**src/rtl/i2c_mdata_buffer_pkg.sv**
```systemverilog
package i2c_mdata_buffer_pkg;
    typedef enum logic [1:0] {
        ST_EMPTY,
        ST_PART,
        ST_FULL
    } buf_state_e;

    typedef enum logic [2:0] {
        OP_IDLE,
        OP_LOAD,
        OP_FLUSH,
        OP_PUSH,
        OP_POP
    } buf_op_e;
endpackage

```
**src/rtl/i2c_mdata_buffer_ctrl.sv**
```systemverilog
module i2c_mdata_buffer_ctrl
    import i2c_mdata_buffer_pkg::*;
#(
    parameter int DEPTH = 4,
    localparam int CNTW = $clog2(DEPTH + 1)
) (
    input  logic            clk,
    input  logic            rst_n,
    input  logic            wr_stb,
    input  logic            rd_stb,
    input  logic            flush,
    input  logic            load_stb,
    input  logic [CNTW-1:0] load_count,
    output buf_op_e         op,
    output logic [CNTW-1:0] count,
    output logic            has_data,
    output logic            full
);
    localparam logic [CNTW-1:0] CNT_MAX = CNTW'(DEPTH);

    buf_state_e      state, state_nxt;
    logic [CNTW-1:0] count_nxt;
    logic            load_ok;
    buf_state_e      load_target;

    assign load_ok     = load_stb && (load_count != '0) && (load_count <= CNT_MAX);
    assign load_target = (load_count == CNT_MAX) ? ST_FULL : ST_PART;

    // operation decode, fixed priority
    always_comb begin
        if (load_ok)                        op = OP_LOAD;
        else if (flush)                     op = OP_FLUSH;
        else if (wr_stb && count < CNT_MAX) op = OP_PUSH;
        else if (rd_stb && count != '0)     op = OP_POP;
        else                                op = OP_IDLE;
    end

    always_comb begin
        unique case (op)
            OP_LOAD:  count_nxt = load_count;
            OP_FLUSH: count_nxt = '0;
            OP_PUSH:  count_nxt = count + 1'b1;
            OP_POP:   count_nxt = count - 1'b1;
            default:  count_nxt = count;
        endcase
    end

    // transitions
    always_comb begin
        state_nxt = state;
        unique case (state)
            ST_EMPTY: begin
                if (op == OP_LOAD)      state_nxt = load_target;
                else if (op == OP_PUSH) state_nxt = (DEPTH == 1) ? ST_FULL : ST_PART;
            end
            ST_PART: begin
                if (op == OP_LOAD)       state_nxt = load_target;
                else if (op == OP_FLUSH) state_nxt = ST_EMPTY;
                else if (op == OP_PUSH)  state_nxt = (count == CNT_MAX - 1'b1) ? ST_FULL : ST_PART;
                else if (op == OP_POP)   state_nxt = (count == CNTW'(1)) ? ST_EMPTY : ST_PART;
            end
            ST_FULL: begin
                if (op == OP_LOAD)       state_nxt = load_target;
                else if (op == OP_FLUSH) state_nxt = ST_EMPTY;
                else if (op == OP_POP)   state_nxt = (DEPTH == 1) ? ST_EMPTY : ST_PART;
            end
            default: state_nxt = ST_EMPTY;
        endcase
    end

    // state register
    always_ff @(posedge clk or negedge rst_n) begin
        if (!rst_n) begin
            state <= ST_EMPTY;
            count <= '0;
        end else begin
            state <= state_nxt;
            count <= count_nxt;
        end
    end

    // outputs
    always_comb begin
        has_data = 1'b0;
        full     = 1'b0;
        unique case (state)
            ST_EMPTY: ;
            ST_PART:  has_data = 1'b1;
            ST_FULL: begin
                has_data = 1'b1;
                full     = 1'b1;
            end
            default: ;
        endcase
    end
endmodule

```
**src/rtl/i2c_mdata_buffer_store.sv**
```systemverilog
module i2c_mdata_buffer_store
    import i2c_mdata_buffer_pkg::*;
#(
    parameter int DEPTH = 4,
    parameter int WIDTH = 8,
    localparam int CNTW = $clog2(DEPTH + 1)
) (
    input  logic                   clk,
    input  logic                   rst_n,
    input  buf_op_e                op,
    input  logic [CNTW-1:0]        count,
    input  logic [WIDTH-1:0]       wr_data,
    input  logic [CNTW-1:0]        load_count,
    input  logic [DEPTH*WIDTH-1:0] load_data,
    output logic [WIDTH-1:0]       head
);
    logic [WIDTH-1:0] ent [DEPTH];
    logic [WIDTH-1:0] above [DEPTH];

    for (genvar g = 0; g < DEPTH; g++) begin : g_slot
        if (g == DEPTH - 1) begin : g_top
            assign above[g] = '0;
        end else begin : g_mid
            assign above[g] = ent[g+1];
        end

        always_ff @(posedge clk or negedge rst_n) begin
            if (!rst_n) begin
                ent[g] <= '0;
            end else begin
                unique case (op)
                    OP_FLUSH: ent[g] <= '0;
                    OP_LOAD:  if (CNTW'(g) < load_count) ent[g] <= load_data[g*WIDTH +: WIDTH];
                    OP_PUSH:  if (count == CNTW'(g)) ent[g] <= wr_data;
                    OP_POP:   ent[g] <= above[g];
                    default:  ;
                endcase
            end
        end
    end

    assign head = ent[0];
endmodule

```
**src/rtl/i2c_mdata_buffer.sv**
```systemverilog
module i2c_mdata_buffer
    import i2c_mdata_buffer_pkg::*;
#(
    parameter int              DEPTH         = 4,
    parameter int              WIDTH         = 8,
    parameter logic [WIDTH-1:0] EMPTY_PATTERN = '1,
    localparam int             CNTW          = $clog2(DEPTH + 1)
) (
    input  logic                   clk,
    input  logic                   rst_n,
    input  logic                   wr_stb,
    input  logic [WIDTH-1:0]       wr_data,
    input  logic                   rd_stb,
    output logic [WIDTH-1:0]       rd_data,
    input  logic                   flush,
    input  logic                   load_stb,
    input  logic [CNTW-1:0]        load_count,
    input  logic [DEPTH*WIDTH-1:0] load_data,
    output logic                   has_data,
    output logic                   full
);
    buf_op_e          op;
    logic [CNTW-1:0]  count;
    logic [WIDTH-1:0] head;

    i2c_mdata_buffer_ctrl #(.DEPTH(DEPTH)) u_ctrl (
        .clk        (clk),
        .rst_n      (rst_n),
        .wr_stb     (wr_stb),
        .rd_stb     (rd_stb),
        .flush      (flush),
        .load_stb   (load_stb),
        .load_count (load_count),
        .op         (op),
        .count      (count),
        .has_data   (has_data),
        .full       (full)
    );

    i2c_mdata_buffer_store #(.DEPTH(DEPTH), .WIDTH(WIDTH)) u_store (
        .clk        (clk),
        .rst_n      (rst_n),
        .op         (op),
        .count      (count),
        .wr_data    (wr_data),
        .load_count (load_count),
        .load_data  (load_data),
        .head       (head)
    );

    assign rd_data = has_data ? head : EMPTY_PATTERN;
endmodule

```
**config.mk**
```make
export PLATFORM = sky130hd
export DESIGN_NAME = i2c_mdata_buffer
export DESIGN_NICKNAME = d
export VERILOG_FILES = /design/src/rtl/i2c_mdata_buffer_pkg.sv /design/src/rtl/i2c_mdata_buffer_ctrl.sv /design/src/rtl/i2c_mdata_buffer_store.sv /design/src/rtl/i2c_mdata_buffer.sv
export SDC_FILE = /design/constraint.sdc
export NUM_CORES = 1
export LEC_CHECK = 0
export ABC_CLOCK_PERIOD_IN_PS = 2490
export CAP_MARGIN = 20
export CORE_ASPECT_RATIO = 1.25
export CORE_MARGIN = 5
export CORE_UTILIZATION = 33
export DETAILED_ROUTE_END_ITERATION = 6
export PLACE_DENSITY = 0.59
export SLEW_MARGIN = 15
export SYNTH_ARGS = -nofsm -noshare
export SYNTH_HDL_FRONTEND = slang
export SYNTH_HIERARCHICAL = 1
export SYNTH_SLANG_ARGS = --single-unit
export TNS_END_PERCENT = 10
```
**constraint.sdc**
```tcl
create_clock -name clk -period 2.49 [get_ports clk]
set_input_delay 0.3735 -clock clk [delete_from_list [all_inputs] [get_ports clk]]
set_output_delay 0.3735 -clock clk [all_outputs]
set_load 0.1 [all_outputs]
```
==> flow_metrics.tcl <==
set metrics [dict create \
    syn_area_um2 2690 \
    grt_pass1_wl_mm 12.7 \
    fmax_mhz 406 \
    period_needed_ps 2460 \
    drc 0 \
    wirelength_mm 7.63 \
    vias 2447 \
    diodes 0 \
    portBuffers 58 \
    final.setup.worst_slack_ps 26.7 \
    drv_cap 0 \
    drive_above_1_share_pct 25.5 \
    required_ps 2660 \
    hold_buffers 0 \
    cp-start-kind "input pin" \
    drt_iter0_markers 93 \
    die_area_um2 10100 \
    synth_seq_cells 37 \
    cts_tree "built" \
    finalSetupTns_ps 0 \
    grt_overflow 0 \
    cp_max_fo 9 \
    coreArea_um2 7880 \
    clock_latency_ps 280 \
    rows 36 \
    first_pass_iters 5 \
    die_h_um 111 \
    clk_path_buf_depth 2 \
    io_pins 59 \
    grt_max_degree 38 \
    avgSynthCellArea_um2 9.55 \
    final_cell_count_no_fill 468 \
    clkTransAtPathRegs_ps 70 \
    arrival_ps 2630 \
    final_cell_mix "clkdlybuf4s50_1, dfrtp_1, buf_4" \
    worstSetupEndpointType "flip-flop" \
    wl_per_cell_um 16.3 \
    slew_violations 0 \
    cts_sinks 37 \
    grt_use_total_pct 15.3 \
    synth_edf_count 0 \
    hold_viol_final 0 \
    antenna_found_initial 0 \
    total_power_uw 3380 \
    ys_warn_count 6 \
    final_antenna_net_count 0 \
    post-route-period-util_pct 98.9 \
    min_path_type "flip-flop to flip-flop" \
    async_flop_share_pct 100 \
    worstMarginPinSlew_ps 480 \
    gp_congestion 0.851 \
    vdd_drop_max_mv 0.768 \
    finalSetupViolCount 0 \
    synthCells 282 \
    area_growth_pct 42.9 \
    cts_buffers 5 \
    final_common_cell "clkdlybuf4s50_1" \
    synth_ff_type "dfrtp_1" \
    synth_cell_types 49 \
    syn_nets 340 \
    hpwlAfterDp_mm 5.94 \
    htree_levels 2 \
    place_inst 460 \
    outcome "finished, final reports clean" \
    grt_pass1_vias 2649 \
    power_density_nw_per_um2 878 \
    seq_area_frac_synth_pct 34.4 \
    start_util_pct 34.2 \
    die_x_um 90.8 \
    p_leak_uw 0.00172 \
    viasPerCell 5.23 \
    crit_type "input pin to flip-flop" \
    clock_skew_ps 5.27 \
    root_buffer "clkbuf_8" \
    layout.nets 430 \
    relSlewSlack_pct 68.0 \
    final_cell_area_um2 3850 \
    place_area_um2 3730 \
    pre_cts_slack_ps -349 \
]
==> routing by layer <==
| layer | vias to the layer above | global-route usage (%) | wire length, um |
|---|---|---|---|
| met1 | 1174 | 18.0 | 3220 |
| met3 | 11 | 2.92 | 293 |
| li1 | 1197 | - | - |
| met4 | 0 | 4.40 | 101 |
| met5 | - | 0 | 0 |
| met2 | 65 | 27.9 | 4020 |
==> synthesized netlist by cell type (2+ instances only) <==
cell | n | share of area, %
inv_1 | 9 | 1.3
a21o_1 | 2 | 0.56
o21ai_1 | 4 | 0.74
nor2b_1 | 3 | 0.70
a22o_1 | 16 | 5.2
nor2_1 | 15 | 2.1
o21a_1 | 2 | 0.56
nand2_1 | 31 | 4.3
o21ai_0 | 27 | 5.0
dfrtp_1 | 37 | 34
o32ai_4 | 2 | 2.0
nor3_1 | 2 | 0.37
xnor2_1 | 2 | 0.65
buf_4 | 5 | 1.4
nor3b_1 | 3 | 0.84
ha_1 | 9 | 4.2
a21oi_1 | 14 | 2.6
mux2i_1 | 25 | 9.3
o21ai_2 | 2 | 0.65
nand2b_1 | 12 | 2.8
clkbuf_1 | 3 | 0.42
mux2_2 | 24 | 10
buf_2 | 5 | 0.93
nand3_1 | 2 | 0.37
o31ai_1 | 2 | 0.56
==> per-stage QoR <==
step,utilization [%],hold WS (ps)
6_report,48.8,484
4_1_cts,48.5,491
3_5_place_dp,47.3,475
5_1_grt,48.8,518
2_1_floorplan,-,77.9
3_3_place_gp,47.3,464
==> where the power goes <==
part | internal, uW | switching (uW)
registers | 765 | 90.6
clock network | 199 | 203
logic | 880 | 1240
total | 1840 | 1540
==> logic make-up (layout without fill, tap and decap cells) <==
logic type / count (synthesis) / count (layout) / synth area share [%]
simple gates: 75 / 75 / 13.8
fa+ha+maj: 9 / 9 / 4.18
mux: 49 / 49 / 19.3
buf+inv: 24 / 115 / 4.32
compound gates: 86 / 86 / 23.3
flops: 37 / 37 / 34.4
xor+xnor: 2 / 2 / 0.650
==> layout make-up <==
cell class / instances / area (um2)
clock buffers: 8 / 80.1
fillers: 771 / 4030
inverters: 10 / 37.5
multi-input cells: 221 / 1690
flip-flops and latches: 37 / 926
well taps: 95 / 119
repair buffers: 97 / 996
==> what timing repair did <==
action	4_1_cts	5_1_grt
pin swaps	0	1
buffers inserted	0	0
setup endpoints to repair	14	30
gates cloned	0	0
resized for setup	2	7
==> worst max-delay path: stages <==
cell,delay (ps)
clkdlybuf4s50_1,470
buf_4,180
o32ai_4,340
buf_4,180
a21oi_4,50
or2_2,360
o21ai_4,290
mux2_2,380
==> registers in the layout, indices dropped and copies added (netlist names) <==
signal and count:
u_ctrl/count 3, u_ctrl/state 2, u_store/head 8, u_store/above 24
==> final timing paths <==
path | start | endpoint | slack, ps | cells after the start
max in group asynchronous | rst_n | u_store/above[29] | 1640 | 2
min in group asynchronous | rst_n | u_store/above[11] | 510 | 2
setup reg to reg | u_ctrl/count[0] | u_store/head[2] | 230 | 11
hold reg to reg | u_store/above[27] | u_store/above[27] | 480 | 2
setup / recovery | load_count[1] | u_store/head[3] | 30 | 8
hold / removal | u_store/above[27] | u_store/above[27] | 480 | 2
No activity file was read; power rests on OpenSTA's default activity.
